**src/rtl/atapi_seq_pkg.sv**
```systemverilog
package atapi_seq_pkg;
   localparam int SB_BSY  = 7;
   localparam int SB_DRDY = 6;
   localparam int SB_DRQ  = 3;
   localparam int SB_ERR  = 0;
   localparam int EB_ABRT = 2;

   localparam logic [2:0] RA_DATA = 3'd0;
   localparam logic [2:0] RA_FEAT = 3'd1;
   localparam logic [2:0] RA_BCLO = 3'd4;
   localparam logic [2:0] RA_BCHI = 3'd5;
   localparam logic [2:0] RA_CMD  = 3'd7;

   typedef enum logic [2:0] {
      SQ_IDLE,
      SQ_CMDBSY,
      SQ_PKT,
      SQ_DECODE,
      SQ_SETUP,
      SQ_LOAD,
      SQ_XFER
   } seq_state_e;
endpackage

```
**src/rtl/atapi_pkt_gather.sv**
```systemverilog
module atapi_pkt_gather #(
   parameter int PKT_WORDS   = 6,
   parameter int OPC_BYTE    = 0,
   parameter int CNT_HI_BYTE = 7,
   parameter int CNT_LO_BYTE = 8
) (
   input  logic        clk,
   input  logic        rst_n,
   input  logic        clear,
   input  logic        wr_en,
   input  logic [15:0] wr_word,
   output logic        last,
   output logic [7:0]  opcode,
   output logic [15:0] blocks
);
   localparam int PKT_BITS = PKT_WORDS * 16;
   localparam int IDX_W    = $clog2(PKT_WORDS + 1);

   if (CNT_LO_BYTE >= PKT_WORDS * 2 || CNT_HI_BYTE >= PKT_WORDS * 2) begin : g_bad_layout
      $error("count field lies outside the packet");
   end

   logic [PKT_BITS-1:0] pkt_q;
   logic [IDX_W-1:0]    idx_q;

   always_ff @(posedge clk) begin
      if (!rst_n) begin
         pkt_q <= '0;
         idx_q <= '0;
      end else if (clear) begin
         idx_q <= '0;
      end else if (wr_en) begin
         for (int i = 0; i < PKT_WORDS; i++) begin
            if (idx_q == IDX_W'(i)) pkt_q[i*16 +: 16] <= wr_word;
         end
         idx_q <= idx_q + 1'b1;
      end
   end

   assign last   = (idx_q == IDX_W'(PKT_WORDS - 1));
   assign opcode = pkt_q[OPC_BYTE*8 +: 8];
   assign blocks = {pkt_q[CNT_HI_BYTE*8 +: 8], pkt_q[CNT_LO_BYTE*8 +: 8]};
endmodule

```
**src/rtl/atapi_burst_len.sv**
```systemverilog
module atapi_burst_len #(
   parameter int               REM_W      = 27,
   parameter int               LIMIT_W    = 16,
   parameter logic [LIMIT_W-1:0] ZERO_LIMIT = 16'hFFFE
) (
   input  logic [REM_W-1:0]   remain,
   input  logic [LIMIT_W-1:0] limit_raw,
   output logic [LIMIT_W-1:0] burst_len
);
   if (REM_W <= LIMIT_W) begin : g_bad_width
      $error("remaining count must be wider than the limit");
   end

   logic [LIMIT_W-1:0] lim_eff;
   logic               fits;

   always_comb begin
      lim_eff   = (limit_raw == '0) ? ZERO_LIMIT : limit_raw;
      fits      = (remain <= {{(REM_W-LIMIT_W){1'b0}}, lim_eff});
      burst_len = fits ? remain[LIMIT_W-1:0] : {lim_eff[LIMIT_W-1:1], 1'b0};
   end
endmodule

```
**src/rtl/atapi_byte_packer.sv**
```systemverilog
module atapi_byte_packer #(
   parameter bit LOW_FIRST = 1'b1
) (
   input  logic        clk,
   input  logic        rst_n,
   input  logic        start,
   input  logic [7:0]  src_byte,
   input  logic        src_valid,
   output logic        src_ready,
   output logic [15:0] word,
   output logic        done
);
   logic       active_q, have_q, done_q;
   logic [7:0] first_q;
   logic [15:0] word_q, pair;

   if (LOW_FIRST) begin : g_low_first
      assign pair = {src_byte, first_q};
   end else begin : g_high_first
      assign pair = {first_q, src_byte};
   end

   always_ff @(posedge clk) begin
      if (!rst_n) begin
         active_q <= 1'b0;
         have_q   <= 1'b0;
         done_q   <= 1'b0;
         first_q  <= '0;
         word_q   <= '0;
      end else begin
         done_q <= 1'b0;
         if (start) begin
            active_q <= 1'b1;
            have_q   <= 1'b0;
         end else if (active_q && src_valid) begin
            if (!have_q) begin
               first_q <= src_byte;
               have_q  <= 1'b1;
            end else begin
               word_q   <= pair;
               active_q <= 1'b0;
               done_q   <= 1'b1;
            end
         end
      end
   end

   assign src_ready = active_q;
   assign word      = word_q;
   assign done      = done_q;
endmodule

```
**src/rtl/atapi_pio_seq.sv**
```systemverilog
module atapi_pio_seq
   import atapi_seq_pkg::*;
#(
   parameter int   LIMIT_W   = 16,
   parameter int   BLK_LOG2  = 11,
   parameter int   BLKCNT_W  = 16,
   parameter int   PKT_WORDS = 6,
   parameter logic [7:0] PKT_CMD  = 8'hA0,
   parameter logic [7:0] READ_OPC = 8'h28,
   parameter bit   LOW_FIRST = 1'b1
) (
   input  logic        clk,
   input  logic        rst_n,
   input  logic        host_wr,
   input  logic [2:0]  host_addr,
   input  logic [15:0] host_wdata,
   input  logic        host_rd_data,
   input  logic        host_rd_status,
   output logic [15:0] data_word,
   output logic [7:0]  status,
   output logic [7:0]  error_reg,
   output logic [15:0] byte_cnt,
   output logic        irq,
   output logic        dma_sel,
   input  logic [7:0]  src_byte,
   input  logic        src_valid,
   output logic        src_ready
);
   localparam int REM_W = BLKCNT_W + BLK_LOG2;
   localparam logic [LIMIT_W-1:0] ZERO_LIMIT = {{(LIMIT_W-1){1'b1}}, 1'b0};

   if (LIMIT_W != 16 || BLKCNT_W != 16) begin : g_bad_regs
      $error("register interface is sixteen bits wide");
   end

   seq_state_e         st_q;
   logic [LIMIT_W-1:0] cyl_q, lim_q, words_q, burst_len;
   logic [REM_W-1:0]   rem_q;
   logic               feat_q, dma_q, irq_q, abrt_q, first_q;
   logic               cmd_hit, pkt_wr, pkt_last, pack_start, pack_done;
   logic [7:0]         opcode;
   logic [15:0]        blocks;
   logic [15:0]        pack_word;

   assign cmd_hit = host_wr && host_addr == RA_CMD && host_wdata[7:0] == PKT_CMD
                    && st_q == SQ_IDLE;
   assign pkt_wr  = host_wr && host_addr == RA_DATA && st_q == SQ_PKT;
   assign pack_start = (st_q == SQ_SETUP) ||
                       (st_q == SQ_XFER && host_rd_data && words_q > LIMIT_W'(1));

   atapi_pkt_gather #(.PKT_WORDS(PKT_WORDS)) u_gather (
      .clk(clk), .rst_n(rst_n), .clear(cmd_hit), .wr_en(pkt_wr),
      .wr_word(host_wdata), .last(pkt_last), .opcode(opcode), .blocks(blocks)
   );

   atapi_burst_len #(.REM_W(REM_W), .LIMIT_W(LIMIT_W), .ZERO_LIMIT(ZERO_LIMIT)) u_len (
      .remain(rem_q), .limit_raw(lim_q), .burst_len(burst_len)
   );

   atapi_byte_packer #(.LOW_FIRST(LOW_FIRST)) u_pack (
      .clk(clk), .rst_n(rst_n), .start(pack_start), .src_byte(src_byte),
      .src_valid(src_valid), .src_ready(src_ready), .word(pack_word), .done(pack_done)
   );

   always_ff @(posedge clk) begin
      if (!rst_n) begin
         st_q    <= SQ_IDLE;
         cyl_q   <= '0;
         lim_q   <= '0;
         words_q <= '0;
         rem_q   <= '0;
         feat_q  <= 1'b0;
         dma_q   <= 1'b0;
         irq_q   <= 1'b0;
         abrt_q  <= 1'b0;
         first_q <= 1'b0;
      end else begin
         if (host_rd_status) irq_q <= 1'b0;
         if (host_wr && host_addr == RA_FEAT) feat_q <= host_wdata[0];
         if (host_wr && host_addr == RA_BCLO) cyl_q[7:0]  <= host_wdata[7:0];
         if (host_wr && host_addr == RA_BCHI) cyl_q[15:8] <= host_wdata[7:0];
         unique case (st_q)
            SQ_IDLE: if (cmd_hit) begin
               lim_q  <= cyl_q;
               dma_q  <= feat_q;
               irq_q  <= 1'b0;
               abrt_q <= 1'b0;
               st_q   <= SQ_CMDBSY;
            end
            SQ_CMDBSY: st_q <= SQ_PKT;
            SQ_PKT: if (pkt_wr && pkt_last) st_q <= SQ_DECODE;
            SQ_DECODE: begin
               rem_q <= {blocks, {BLK_LOG2{1'b0}}};
               if (opcode != READ_OPC) begin
                  abrt_q <= 1'b1;
                  irq_q  <= 1'b1;
                  st_q   <= SQ_IDLE;
               end else if (dma_q) begin
                  st_q <= SQ_IDLE;
               end else if (blocks == '0) begin
                  irq_q <= 1'b1;
                  st_q  <= SQ_IDLE;
               end else begin
                  st_q <= SQ_SETUP;
               end
            end
            SQ_SETUP: begin
               cyl_q   <= burst_len;
               words_q <= burst_len >> 1;
               first_q <= 1'b1;
               st_q    <= SQ_LOAD;
            end
            SQ_LOAD: if (pack_done) begin
               if (first_q) irq_q <= 1'b1;
               first_q <= 1'b0;
               st_q    <= SQ_XFER;
            end
            SQ_XFER: if (host_rd_data) begin
               rem_q   <= rem_q - REM_W'(2);
               words_q <= words_q - 1'b1;
               if (words_q > LIMIT_W'(1)) begin
                  st_q <= SQ_LOAD;
               end else if (rem_q != REM_W'(2)) begin
                  st_q <= SQ_SETUP;
               end else begin
                  irq_q <= 1'b1;
                  st_q  <= SQ_IDLE;
               end
            end
            default: st_q <= SQ_IDLE;
         endcase
      end
   end

   always_comb begin
      status          = '0;
      status[SB_DRDY] = 1'b1;
      status[SB_BSY]  = st_q inside {SQ_CMDBSY, SQ_DECODE, SQ_SETUP, SQ_LOAD};
      status[SB_DRQ]  = st_q inside {SQ_PKT, SQ_XFER};
      status[SB_ERR]  = abrt_q;
      error_reg          = '0;
      error_reg[EB_ABRT] = abrt_q;
   end

   assign data_word = pack_word;
   assign byte_cnt  = cyl_q;
   assign irq       = irq_q;
   assign dma_sel   = dma_q;
endmodule

```
**config.mk**
```make
export PLATFORM = sky130hd
export DESIGN_NAME = atapi_pio_seq
export DESIGN_NICKNAME = d
export VERILOG_FILES = /design/src/rtl/atapi_seq_pkg.sv /design/src/rtl/atapi_pkt_gather.sv /design/src/rtl/atapi_burst_len.sv /design/src/rtl/atapi_byte_packer.sv /design/src/rtl/atapi_pio_seq.sv
export SDC_FILE = /design/constraint.sdc
export NUM_CORES = 1
export LEC_CHECK = 0
export BUFFER_PORTS_ARGS = -buffer_cell sky130_fd_sc_hd__buf_4
export CAP_MARGIN = 20
export CORE_MARGIN = 3
export CORE_UTILIZATION = 45
export DETAILED_ROUTE_END_ITERATION = 16
export SLEW_MARGIN = 25
export SYNTH_ARGS = -nofsm -noshare
export SYNTH_HDL_FRONTEND = slang
export SYNTH_SLANG_ARGS = --single-unit
export TNS_END_PERCENT = 1
```
**constraint.sdc**
```tcl
create_clock -name clk -period 5.27 [get_ports clk]
set_input_delay 0.2635 -clock clk [delete_from_list [all_inputs] [get_ports clk]]
set_output_delay 0.2635 -clock clk [all_outputs]
set_load 0.01 [all_outputs]
```
==> results by group <==
Placed design
  • Post-detailed-placement half-perimeter wirelength: between 15000 and 20000 um
  • RePlAce Congestion: a little under 1
  • IO Port Bufs: 71
  • Minimum setup slack after placement: roughly 0.76 ns

CTS
  • CTS root buf: clkbuf_16
  • Post-CTS Resized: 0
  • CTS buffer count: 17
  • Postcts setup bufs: 0
  • CTS tree: built
  • Clock Sinks: between 100 and 150
  • Skew-Pair Late Insertion Delay: 0.43 ns
  • Clock tree buffer depth: 2
  • Hold-fix buffers, CTS: 0
  • Worst-path clk slew: 0.06 ns
  • H-tree depth: 4

Power and ir drop
  • Lkg Pwr: 0.00353 uW
  • Peak VDD IR: 0.000204 V
  • Pwr per Cell Area: 272 nW/um2

Drt
  • Via count: 6761
  • Number of remaining DRC errors: 0
  • Routed Antenna Nets: 0
  • Number of vias per cell: ~5.9
  • Routed Wire Length: 22200 um
  • 1st-iter DRT viols: between 600 and 700
  • Drt pass-1 iters: 5
  • Average routed wire per standard cell: 19.5 um

Die
  • Die area: 17500 um2
  • Chip Width: 132 um
  • FP Rows: between 40 and 50
  • Initial Util: 46.5%
  • IO Count: 84
  • Core area: approximately 15000 um2
  • Die Y: 132 um

Final layout
  • Fraction of layout cells with a size suffix above 1: 14.6%
  • Layout fillers: between 1000 and 1500
  • Most common cell after layout, fill and taps aside: dfxtp_1
  • Most frequent cells in the layout: dfxtp_1, nor2_1, nand2_1
  • Inserted Diodes: 0
  • Nets: between 900 and 1000
  • Area Growth Syn to Fin: 15.8%

Timing
  • RSZ-0062 raised after global routing: no
  • Period minus WS final: 4.31 ns
  • Final setup TNS: 0 ns
  • Max_slew headroom: 31.0%
  • Final setup viols: 0
  • FMAX: roughly 230 MHz
  • Worst Tran Pin Value: 1.03 ns
  • Layout Skew: between 0.008 and 0.009 ns
  • Final WS setup: approximately 0.96 ns
  • Fin. max-slew vios: 0
  • Hold Vio Cnt, Final: 0
  • Final worst-path cycle share: between 80% and 90%

Yosys
  • Synth warn: 0
  • Number of synthesized flops with an enable pin: 0
  • Seq/Total Area, Yosys: 37.9%
  • Primary FF master, synth: dfxtp_1
  • Seq cells post-synth: 136
  • Share of synthesized registers carrying an async set or reset: 0%
  • Cells after synthesis: 877
  • Post-Syn Area: 7180 um2
  • Netlist cell types: 62
  • Syn_area_per_cell: 8.19 um2

GRT
  • First-pass GRT wire length: roughly 35000 um
  • Pin count of the biggest net entering global routing: 85
  • Initial antenna violation count: 1
  • Vias in the first global route: 6461
  • Total track usage: around a quarter
  • GRT Residual Overflow: 0

Setup path
  • CP Class: flip-flop to flip-flop
  • Crit Path Max Fanout: 23
  • Crit. End Element: flip-flop
  • Worst path slowest cell: and2_1
  • Worst EP arrival: 4.58 ns
  • Critical Path Max Stage Delay: 0.71 ns
  • Critical path required time: 5.54 ns
  • CP Launch Type: flip-flop
  • CP Cell Sequence: nor4_1 > and4_1 > nor2_1 > ha_1 > nand3_1 > nor4_1 > and4_1 > o21bai_2 > and2_1 > o311ai_0

Status
  • Status: finished, final reports clean

Worst hold path
  • Worst min path class: input port to flip-flop

Job
  • Max-cap viol count: 0
sequential cells by signal, indices dropped and copies added, names as in the netlist, 3 cells and up:
signal	count
rem_q	26
u_gather.pkt_q	24
byte_cnt	16
lim_q	16
u_pack.word	16
words_q	16
u_pack.first_q	8
st_q	3
u_gather.idx_q	3
Yosys cell counts (4+ instances only):
master	instances	area [um2]
a31oi_1	7	43.8
nand3_1	38	190
buf_4	14	105
o21ai_0	40	200
a21oi_1	52	260
a311oi_1	5	43.8
inv_1	14	52.6
nor3_1	22	110
nand4_1	9	56.3
dfxtp_1	136	2720
o31a_1	5	43.8
o31ai_1	6	45.0
a211oi_1	15	113
or3_1	6	37.5
or4_1	5	37.5
xnor2_1	8	70.1
o211ai_1	5	37.5
mux2i_1	64	641
o41a_1	6	67.6
nor2b_1	4	25.0
o21a_1	6	45.0
a22oi_1	4	30.0
or4b_2	4	40.0
nor4_1	17	106
and4_1	6	52.6
or2_2	5	31.3
o311ai_0	9	78.8
and2_1	4	25.0
o22ai_1	10	62.6
nand2_1	81	304
nand3b_1	4	30.0
clkbuf_1	52	195
ha_1	22	275
nand2b_1	5	31.3
nor2_1	132	495
nor4b_1	4	35.0
kinds of logic (layout without fill, tap and decap cells):
family | after synthesis | after routing | share of synthesized area, %
adders and majority gates | 22 | 22 | 3.83
muxes | 67 | 67 | 9.39
xor gates and xnor gates | 10 | 10 | 1.22
and+or+nand+nor | 360 | 360 | 24.2
AOI/OAI and AO/OA | 195 | 195 | 18.0
buffers and inverters | 85 | 124 | 5.39
other | 2 | 12 | 0.105
DFF | 136 | 136 | 37.9
critical path: cells and delay by family (launching register included):
family / cells / cell delay [ns]
AOI/OAI and AO/OA: 2 / 0.54
adders and majority gates: 1 / 0.36
DFF: 1 / 0.33
and+or+nand+nor: 7 / 2.90
area by class of cell:
cell class / instances / area, um2 / area share (%)
clock buffers: 17 / 425 / 5.12
clock inverters: 15 / 143 / 1.72
inverters: 14 / 52.6 / 0.632
multi-input cells: 666 / 4120 / 49.6
flip-flops and latches: 136 / 2720 / 32.8
well taps: 211 / 264 / 3.18
repair buffers: 78 / 586 / 7.05
metrics by stage:
step | instances | area, um2 | power, uW | utilization (%) | hold slack (ns)
2_1_floorplan | 887 | 7220 | 1090 | - | 0.399
3_3_place_gp | 1105 | 7740 | 1130 | 50.2 | 0.446
3_5_place_dp | 1105 | 7740 | 1130 | 50.2 | 0.458
4_1_cts | 1137 | 8310 | 2270 | 53.8 | 0.0656
5_1_grt | 1137 | 8310 | 2330 | 53.9 | 0.0739
6_report | 1137 | 8310 | 2260 | 53.9 | 0.0759
final timing paths:
path | startpoint | end | slack [ns] | cells after the start
hold reg to reg | feat_q | feat_q | 0.47 | 2
setup / recovery | lim_q[10] | words_q[0] | 0.96 | 10
hold / removal | src_byte[5] | u_pack.word[13] | 0.08 | 3
setup reg to reg | lim_q[10] | words_q[0] | 0.96 | 10
per-layer routing:
layer / wire, um / up-vias / track usage [%]
li1: - / 3225 / -
met1: 9550 / 3226 / 32.8
met2: 10600 / 251 / 41.1
met3: 1240 / 59 / 5.00
met4: 810 / 0 / 11.2
met5: 0 / - / 0
power by group:
group | internal [uW] | leakage [uW] | switching [uW]
Clock | 657 | 0.000269 | 493
Sequential | 1030 | 0.00110 | 2.95
Combinational | 26.7 | 0.00217 | 46.7
Power figures use the tool's default switching activity.
